$ cat src/rtl/ir_bank_pkg.sv
package ir_bank_pkg;
  localparam int unsigned BW = 8;

  localparam logic [2:0] ADDR_DATA  = 3'd0;
  localparam logic [2:0] ADDR_IDENT = 3'd1;
  localparam logic [2:0] ADDR_IEN   = 3'd2;
  localparam logic [2:0] ADDR_LCA   = 3'd3;
  localparam logic [2:0] ADDR_LCB   = 3'd4;
  localparam logic [2:0] ADDR_STAT  = 3'd5;

  typedef enum logic [1:0] {
    MODE_IDLE = 2'd0,
    MODE_FAST = 2'd1,
    MODE_CONS = 2'd2,
    MODE_RAW  = 2'd3
  } ir_mode_e;

  localparam int unsigned LCA_TXEN_BIT = 2;
  localparam int unsigned LCA_LOOP_BIT = 3;
  localparam int unsigned IEN_MSTR_BIT = 7;
endpackage

$ cat src/rtl/ir_fifo.sv
module ir_fifo #(
  parameter int unsigned DEPTH = 16,
  parameter int unsigned W     = 8,
  localparam int unsigned AW   = (DEPTH > 1) ? $clog2(DEPTH) : 1,
  localparam int unsigned CW   = AW + 1
) (
  input  logic          clk,
  input  logic          rst_n,
  input  logic          push,
  input  logic [W-1:0]  din,
  input  logic          pop,
  output logic [W-1:0]  head,
  output logic          full,
  output logic          empty,
  output logic [CW-1:0] cnt
);
  logic [W-1:0]  mem [DEPTH];
  logic [AW-1:0] wp_q, wp_d, rp_q, rp_d;
  logic [CW-1:0] cnt_q, cnt_d;
  logic          full_q, full_d, empty_q, empty_d;
  logic          push_ok, pop_ok;

  assign push_ok = push & ~full_q;
  assign pop_ok  = pop & ~empty_q;

  always_comb begin
    wp_d  = wp_q;
    rp_d  = rp_q;
    cnt_d = cnt_q;
    if (push_ok) wp_d = (wp_q == AW'(DEPTH - 1)) ? '0 : wp_q + 1'b1;
    if (pop_ok)  rp_d = (rp_q == AW'(DEPTH - 1)) ? '0 : rp_q + 1'b1;
    if (push_ok && !pop_ok) cnt_d = cnt_q + 1'b1;
    if (pop_ok && !push_ok) cnt_d = cnt_q - 1'b1;
    empty_d = (cnt_d == '0);
    full_d  = (cnt_d == CW'(DEPTH));
  end

  always_ff @(posedge clk or negedge rst_n) begin
    if (!rst_n) begin
      wp_q    <= '0;
      rp_q    <= '0;
      cnt_q   <= '0;
      full_q  <= 1'b0;
      empty_q <= 1'b1;
    end else begin
      wp_q    <= wp_d;
      rp_q    <= rp_d;
      cnt_q   <= cnt_d;
      full_q  <= full_d;
      empty_q <= empty_d;
    end
  end

  always_ff @(posedge clk) begin
    if (push_ok) mem[wp_q] <= din;
  end

  assign head  = mem[rp_q];
  assign full  = full_q;
  assign empty = empty_q;
  assign cnt   = cnt_q;
endmodule

$ cat src/rtl/ir_port_gate.sv
module ir_port_gate
  import ir_bank_pkg::*;
(
  input  logic     cs,
  input  logic     wr,
  input  logic     rd,
  input  logic [2:0] addr,
  input  ir_mode_e mode,
  input  logic     tx_en,
  input  logic     loop,
  input  logic     full,
  input  logic     empty,
  input  logic     eng_push,
  input  logic     eng_pop,
  output logic     push,
  output logic     push_host,
  output logic     pop
);
  logic data_sel, host_wr_ok, host_rd_ok, wr_mode_ok;

  assign data_sel   = cs & (addr == ADDR_DATA);
  assign wr_mode_ok = ~loop & ((mode == MODE_IDLE) | tx_en);
  assign host_wr_ok = data_sel & wr & wr_mode_ok & ~full;
  assign host_rd_ok = data_sel & rd & ~empty;

  assign push_host = host_wr_ok;
  assign push      = host_wr_ok | (eng_push & ~full);
  assign pop       = host_rd_ok | (eng_pop & ~empty);
endmodule

$ cat src/rtl/ir_irq_unit.sv
module ir_irq_unit #(
  parameter int unsigned NSRC = 5
) (
  input  logic            fifo_cond,
  input  logic [NSRC-2:0] ev,
  input  logic [NSRC-1:0] en,
  input  logic            master,
  output logic [NSRC-1:0] ident,
  output logic            irq
);
  assign ident[0] = fifo_cond & en[0];

  for (genvar i = 1; i < NSRC; i++) begin : g_raw
    assign ident[i] = ev[i-1];
  end

  assign irq = master & (|(ident & en));
endmodule

$ cat src/rtl/ir_host_bank.sv
module ir_host_bank
  import ir_bank_pkg::*;
#(
  parameter int unsigned DEPTH = 16,
  parameter int unsigned NSRC  = 5,
  localparam int unsigned CW   = ((DEPTH > 1) ? $clog2(DEPTH) : 1) + 1,
  localparam logic [BW-1:0] IEN_MASK = (BW'(1) << IEN_MSTR_BIT) | ((BW'(1) << NSRC) - BW'(1)),
  localparam logic [BW-1:0] LCA_MASK = BW'(8'h0F)
) (
  input  logic            clk,
  input  logic            rst_n,
  input  logic            cs,
  input  logic            wr,
  input  logic            rd,
  input  logic [2:0]      addr,
  input  logic [BW-1:0]   wdata,
  output logic [BW-1:0]   rdata,
  output logic            irq,
  input  logic [NSRC-2:0] ev_i,
  input  logic [BW-1:0]   stat_i,
  output logic [1:0]      mode_o,
  output logic            tx_en_o,
  output logic            loop_o,
  output logic [BW-1:0]   ctrl_b_o,
  input  logic            eng_push,
  input  logic [BW-1:0]   eng_wdata,
  input  logic            eng_pop,
  output logic [BW-1:0]   eng_rdata,
  output logic            fifo_full,
  output logic            fifo_empty
);
  logic [BW-1:0]   ien_q, ien_d, lca_q, lca_d, lcb_q, lcb_d;
  logic            we;
  logic            q_push, q_push_host, q_pop;
  logic [BW-1:0]   q_din, q_head;
  logic [CW-1:0]   fifo_cnt;
  logic [NSRC-1:0] ident_w;
  ir_mode_e        mode_w;

  assign we     = cs & wr;
  assign mode_w = ir_mode_e'(lca_q[1:0]);

  always_comb begin
    ien_d = ien_q;
    lca_d = lca_q;
    lcb_d = lcb_q;
    if (we) begin
      unique case (addr)
        ADDR_IEN: ien_d = wdata & IEN_MASK;
        ADDR_LCA: lca_d = wdata & LCA_MASK;
        ADDR_LCB: lcb_d = wdata;
        default:  ;
      endcase
    end
  end

  always_ff @(posedge clk or negedge rst_n) begin
    if (!rst_n) begin
      ien_q <= '0;
      lca_q <= '0;
      lcb_q <= '0;
    end else begin
      ien_q <= ien_d;
      lca_q <= lca_d;
      lcb_q <= lcb_d;
    end
  end

  ir_port_gate u_gate (
    .cs        (cs),
    .wr        (wr),
    .rd        (rd),
    .addr      (addr),
    .mode      (mode_w),
    .tx_en     (lca_q[LCA_TXEN_BIT]),
    .loop      (lca_q[LCA_LOOP_BIT]),
    .full      (fifo_full),
    .empty     (fifo_empty),
    .eng_push  (eng_push),
    .eng_pop   (eng_pop),
    .push      (q_push),
    .push_host (q_push_host),
    .pop       (q_pop)
  );

  assign q_din = q_push_host ? wdata : eng_wdata;

  ir_fifo #(.DEPTH(DEPTH), .W(BW)) u_fifo (
    .clk   (clk),
    .rst_n (rst_n),
    .push  (q_push),
    .din   (q_din),
    .pop   (q_pop),
    .head  (q_head),
    .full  (fifo_full),
    .empty (fifo_empty),
    .cnt   (fifo_cnt)
  );

  ir_irq_unit #(.NSRC(NSRC)) u_irq (
    .fifo_cond (~fifo_empty),
    .ev        (ev_i),
    .en        (ien_q[NSRC-1:0]),
    .master    (ien_q[IEN_MSTR_BIT]),
    .ident     (ident_w),
    .irq       (irq)
  );

  always_comb begin
    rdata = '0;
    unique case (addr)
      ADDR_DATA:  rdata = fifo_empty ? '0 : q_head;
      ADDR_IDENT: rdata = BW'(ident_w);
      ADDR_IEN:   rdata = ien_q;
      ADDR_LCA:   rdata = lca_q;
      ADDR_LCB:   rdata = lcb_q;
      ADDR_STAT:  rdata = stat_i;
      default:    rdata = '0;
    endcase
  end

  assign mode_o    = lca_q[1:0];
  assign tx_en_o   = lca_q[LCA_TXEN_BIT];
  assign loop_o    = lca_q[LCA_LOOP_BIT];
  assign ctrl_b_o  = lcb_q;
  assign eng_rdata = q_head;
endmodule

$ cat config.mk
export PLATFORM = sky130hd
export DESIGN_NAME = ir_host_bank
export DESIGN_NICKNAME = d
export VERILOG_FILES = /design/src/rtl/ir_bank_pkg.sv /design/src/rtl/ir_fifo.sv /design/src/rtl/ir_port_gate.sv /design/src/rtl/ir_irq_unit.sv /design/src/rtl/ir_host_bank.sv
export SDC_FILE = /design/constraint.sdc
export NUM_CORES = 1
export LEC_CHECK = 0
export ABC_AREA = 1
export BUFFER_PORTS_ARGS = -buffer_cell sky130_fd_sc_hd__buf_4
export CAP_MARGIN = 20
export CORE_MARGIN = 1
export CORE_UTILIZATION = 53
export CTS_CLUSTER_SIZE = 10
export DETAILED_ROUTE_END_ITERATION = 10
export GPL_ROUTABILITY_DRIVEN = 0
export GPL_TIMING_DRIVEN = 0
export HOLD_SLACK_MARGIN = 0.12
export PLACE_DENSITY_LB_ADDON = 0.08
export SETUP_SLACK_MARGIN = 0.05
export SLEW_MARGIN = 5
export SYNTH_ARGS = -nofsm -noshare
export SYNTH_HDL_FRONTEND = slang
export SYNTH_SLANG_ARGS = --single-unit
$ cat constraint.sdc
create_clock -name clk -period 1.9 [get_ports clk]
set_input_delay 0 -clock clk [delete_from_list [all_inputs] [get_ports clk]]
set_output_delay 0 -clock clk [all_outputs]
set_load 0.05 [all_outputs]
==> impl_metrics.tcl <==
set metrics [dict create \
    reg2reg_depth 8 \
    cts-buffers-inserted 17 \
    pwr_density_cell_mw_per_mm2 1620 \
    whs_endpoint "u_fifo.rp_q[1]$_DFFE_PN0P_" \
    fin_setup_tns_ns -4.95 \
    rsz0062_at_grt "yes" \
    fin_total_pwr_w 0.0162 \
    viasPerCell 5.76 \
    violations "negative setup slack" \
    cap_violations 0 \
    dr.pass1.iters 5 \
    postRouteAntennaNets 0 \
    critical_path.cell_chain "buf_12 -> clkbuf_16 -> nor2_4 -> nor2_1 -> o21ai_1 -> o211ai_1 -> nand3_2 -> nand3_4 -> nand2_1 -> nand4_1 -> buf_6" \
    n_fill_cell 776 \
    grt_pass1_vias 5635 \
    die_y_um 118 \
    synth_fp_nets 697 \
    critPathArrivalTime_ns 2.31 \
    avgSynthCellArea_um2 10.9 \
    groute.usage.overall_pct 30.7 \
    wire_per_inst_um 20.8 \
    htree_num_levels 4 \
    finalCritPeriodShare_pct 121 \
    critPathMaxStageDelay_ns 0.47 \
    worst_slack_ns -0.408 \
    crit_type "reg2out" \
    finalHoldViolCount 0 \
    p_leak_nw 3.90 \
    max_freq_mhz 433 \
    required_ns 1.90 \
    cp-start-kind "register" \
    seq_area_frac_synth_pct 66.0 \
    min_path_cells 6 \
    die_w_um 118 \
    internal_power_w 0.00969 \
    layout-drive-gt1-share_pct 32.1 \
    start_util_pct 55.2 \
    clock_latency_ns 0.42 \
    cp_num_buf_inv 3 \
    cts_tree "yes" \
    clockPowerShare_pct 22.7 \
    pwr-share-comb_pct 48.3 \
    ir_drop_v 0.000990 \
    worstPathMaxFanout 7 \
    clockBufferDepth 2 \
    layout.nets 851 \
    num_rows 41 \
    ys_types 36 \
    r2r_setup_slack_ns 0.15 \
    hold_path.class "in2reg" \
    io_pins 69 \
    grt_max_degree 33 \
    pwr-share-seq_pct 29.1 \
    regToRegStartpoint "lca_q[3]$_DFFE_PN0P_" \
    status "finished, violations left" \
    vias 5711 \
    slew_violations 0 \
    core_area_mm2 0.0128 \
    path_clk_slew_ns 0.06 \
    r2r-end "u_fifo.mem[7][1]$_DFFE_PP_" \
    io_buffers 68 \
    setup_viol 16 \
    switching_share_pct 40.1 \
    drt_iter0_drc 643 \
    synth_seq_cells 161 \
    cpMaxStageDelayCell "dfrtp_2" \
    dieArea_mm2 0.0138 \
    fin_crit_ns 2.31 \
    fin_skew_ns 0.00691 \
    slew_headroom_pct 56.8 \
    dpl-instance-area_mm2 0.00810 \
    syn_area_mm2 0.00708 \
    netlist_instances 652 \
    area_growth_pct 41.4 \
    timing.hold.ws_ns 0.145 \
    crit_path_end_kind "output pin" \
    root_buffer "clkbuf_16" \
    grt_overflow 0 \
    wl_um 20700 \
    cts.sinks 161 \
    grt_pass1_wl_um 31500 \
    max_slew.worst_pin.slew_ns 0.643 \
    diodes 0 \
    antenna_found_initial 1 \
    switching_power_w 0.00649 \
    place_hpwl_um 13000 \
    ys_warn_count 0 \
    hp-start "rd" \
    critPathTopFamily "simple AND/OR/NAND/NOR gates" \
    drc 0 \
    design_area_mm2 0.0100 \
]
-- layout make-up --
cell class,instances,area [µm²],area share (%)
Timing Repair Buffer,135,1340,13.4
Clock inverter,12,188,1.88
Sequential cell,161,4680,46.7
Clock buffer,20,447,4.46
Multi-Input combinational cell,428,2710,27.1
Buffer,25,269,2.69
Tap cell,172,215,2.15
Timing Repair inverter,1,8.76,0.0875
Inverter,37,151,1.51
-- power by group through the flow --
stage	clock network (W)	logic [W]	registers, W
CTS	0.00369	0.00698	0.00468
global route	0.00384	0.00828	0.00474
floorplan	0	0.00379	0.00489
global placement	0	0.00570	0.00472
finish	0.00367	0.00781	0.00470
detailed placement	0	0.00580	0.00473
-- placed cells by master (no fill, tap or decap), drive strengths merged, types with 5 or more instances in the layout --
master         n
clkbuf        33
buf          124
xor2           7
o21ai         85
o211ai        17
o32ai         14
ha             7
nand3         34
inv           36
nor2         123
bufinv         5
a21oi          5
nand2        117
clkinv         7
dfrtp         32
dlygate4sd3   23
edfxtp       128
-- cells in the mapped netlist, drive strengths merged --
library cell	count	area [µm²]
clkinv	2	7.51
o32ai	14	123
xnor2	1	8.76
buf	13	76.3
a221oi	1	8.76
a21oi	5	25.0
dfstp	1	26.3
nor3	3	20.0
a22o	3	26.3
ha	7	87.6
edfxtp	128	3840
nand3	34	175
inv	35	131
xor2	7	61.3
o211ai	17	128
a41oi	1	8.76
o21ai	85	429
nand2	117	488
clkbuf	13	48.8
nor2	123	484
nand4	4	25.0
o22ai	2	12.5
a22oi	2	15.0
dfrtp	32	801
mux2i	2	20.0
-- cells by family (layout without fill, tap and decap cells) --
| group | after synthesis | after routing | share of synthesized area [%] |
|---|---|---|---|
| buf+inv | 63 | 230 | 3.73 |
| mux | 2 | 2 | 0.283 |
| xor+xnor | 8 | 8 | 0.990 |
| simple gates | 281 | 281 | 16.8 |
| fa+ha+maj | 7 | 7 | 1.24 |
| flops | 161 | 161 | 66.0 |
| compound gates | 130 | 130 | 11.0 |
-- registers in the layout, summed over array words and instances, names as in the netlist --
register      cells
u_fifo.rp_q       4
u_fifo.wp_q       4
u_fifo.cnt        5
lca_q             4
u_fifo.mem      128
u_fifo.empty      1
ien_q             6
ctrl_b_o          8
u_fifo.full       1
-- metal layers --
metal	up-vias	GRT usage, %	wire length, µm
li1	2601	-	-
met1	2797	40.7	8360
met2	278	48.7	10100
met3	35	7.80	1670
met4	0	11.6	482
met5	-	0	0
-- metrics by stage --
stage,worst slack [ns],util (%),instances
floorplan,-0.0313,-,652
global placement,-0.822,62.6,892
detailed placement,-0.331,63.1,899
CTS,-0.355,75.4,977
global route,-0.512,78.0,991
finish,-0.408,78.0,991
-- worst min-delay path, delay by kind of cell --
| kind | cells | cell delay [ns] |
|---|---|---|
| buf+inv | 1 | 0.08 |
| simple gates | 5 | 0.45 |
-- how the worst max path moves through the flow --
stage                                    start                          end  slack, ns  cells after the start
floorplan                 lca_q[1]$_DFFE_PN0P_   u_fifo.mem[0][0]$_DFFE_PP_      -0.03                      6
global placement          lca_q[1]$_DFFE_PN0P_   u_fifo.mem[9][2]$_DFFE_PP_      -0.82                      6
detailed placement        lca_q[1]$_DFFE_PN0P_  u_fifo.mem[10][7]$_DFFE_PP_      -0.33                      7
CTS                 u_fifo.rp_q[0]$_DFFE_PN0P_                     rdata[1]      -0.36                     11
global route        u_fifo.rp_q[0]$_DFFE_PN0P_                     rdata[1]      -0.51                     11
finish              u_fifo.rp_q[0]$_DFFE_PN0P_                     rdata[0]      -0.41                     11
-- timing repair --
item / in CTS / in global routing
setup buffers: 20 / 12
cloned: 3 / 2
gates resized for setup: 115 / 53
pin swaps: 34 / 26
endpoints found under the setup margin: 270 / 196
endpoints found under the hold margin: 124 / 0
hold buffers: 24 / 0
No activity file was read; power rests on OpenSTA's default activity.
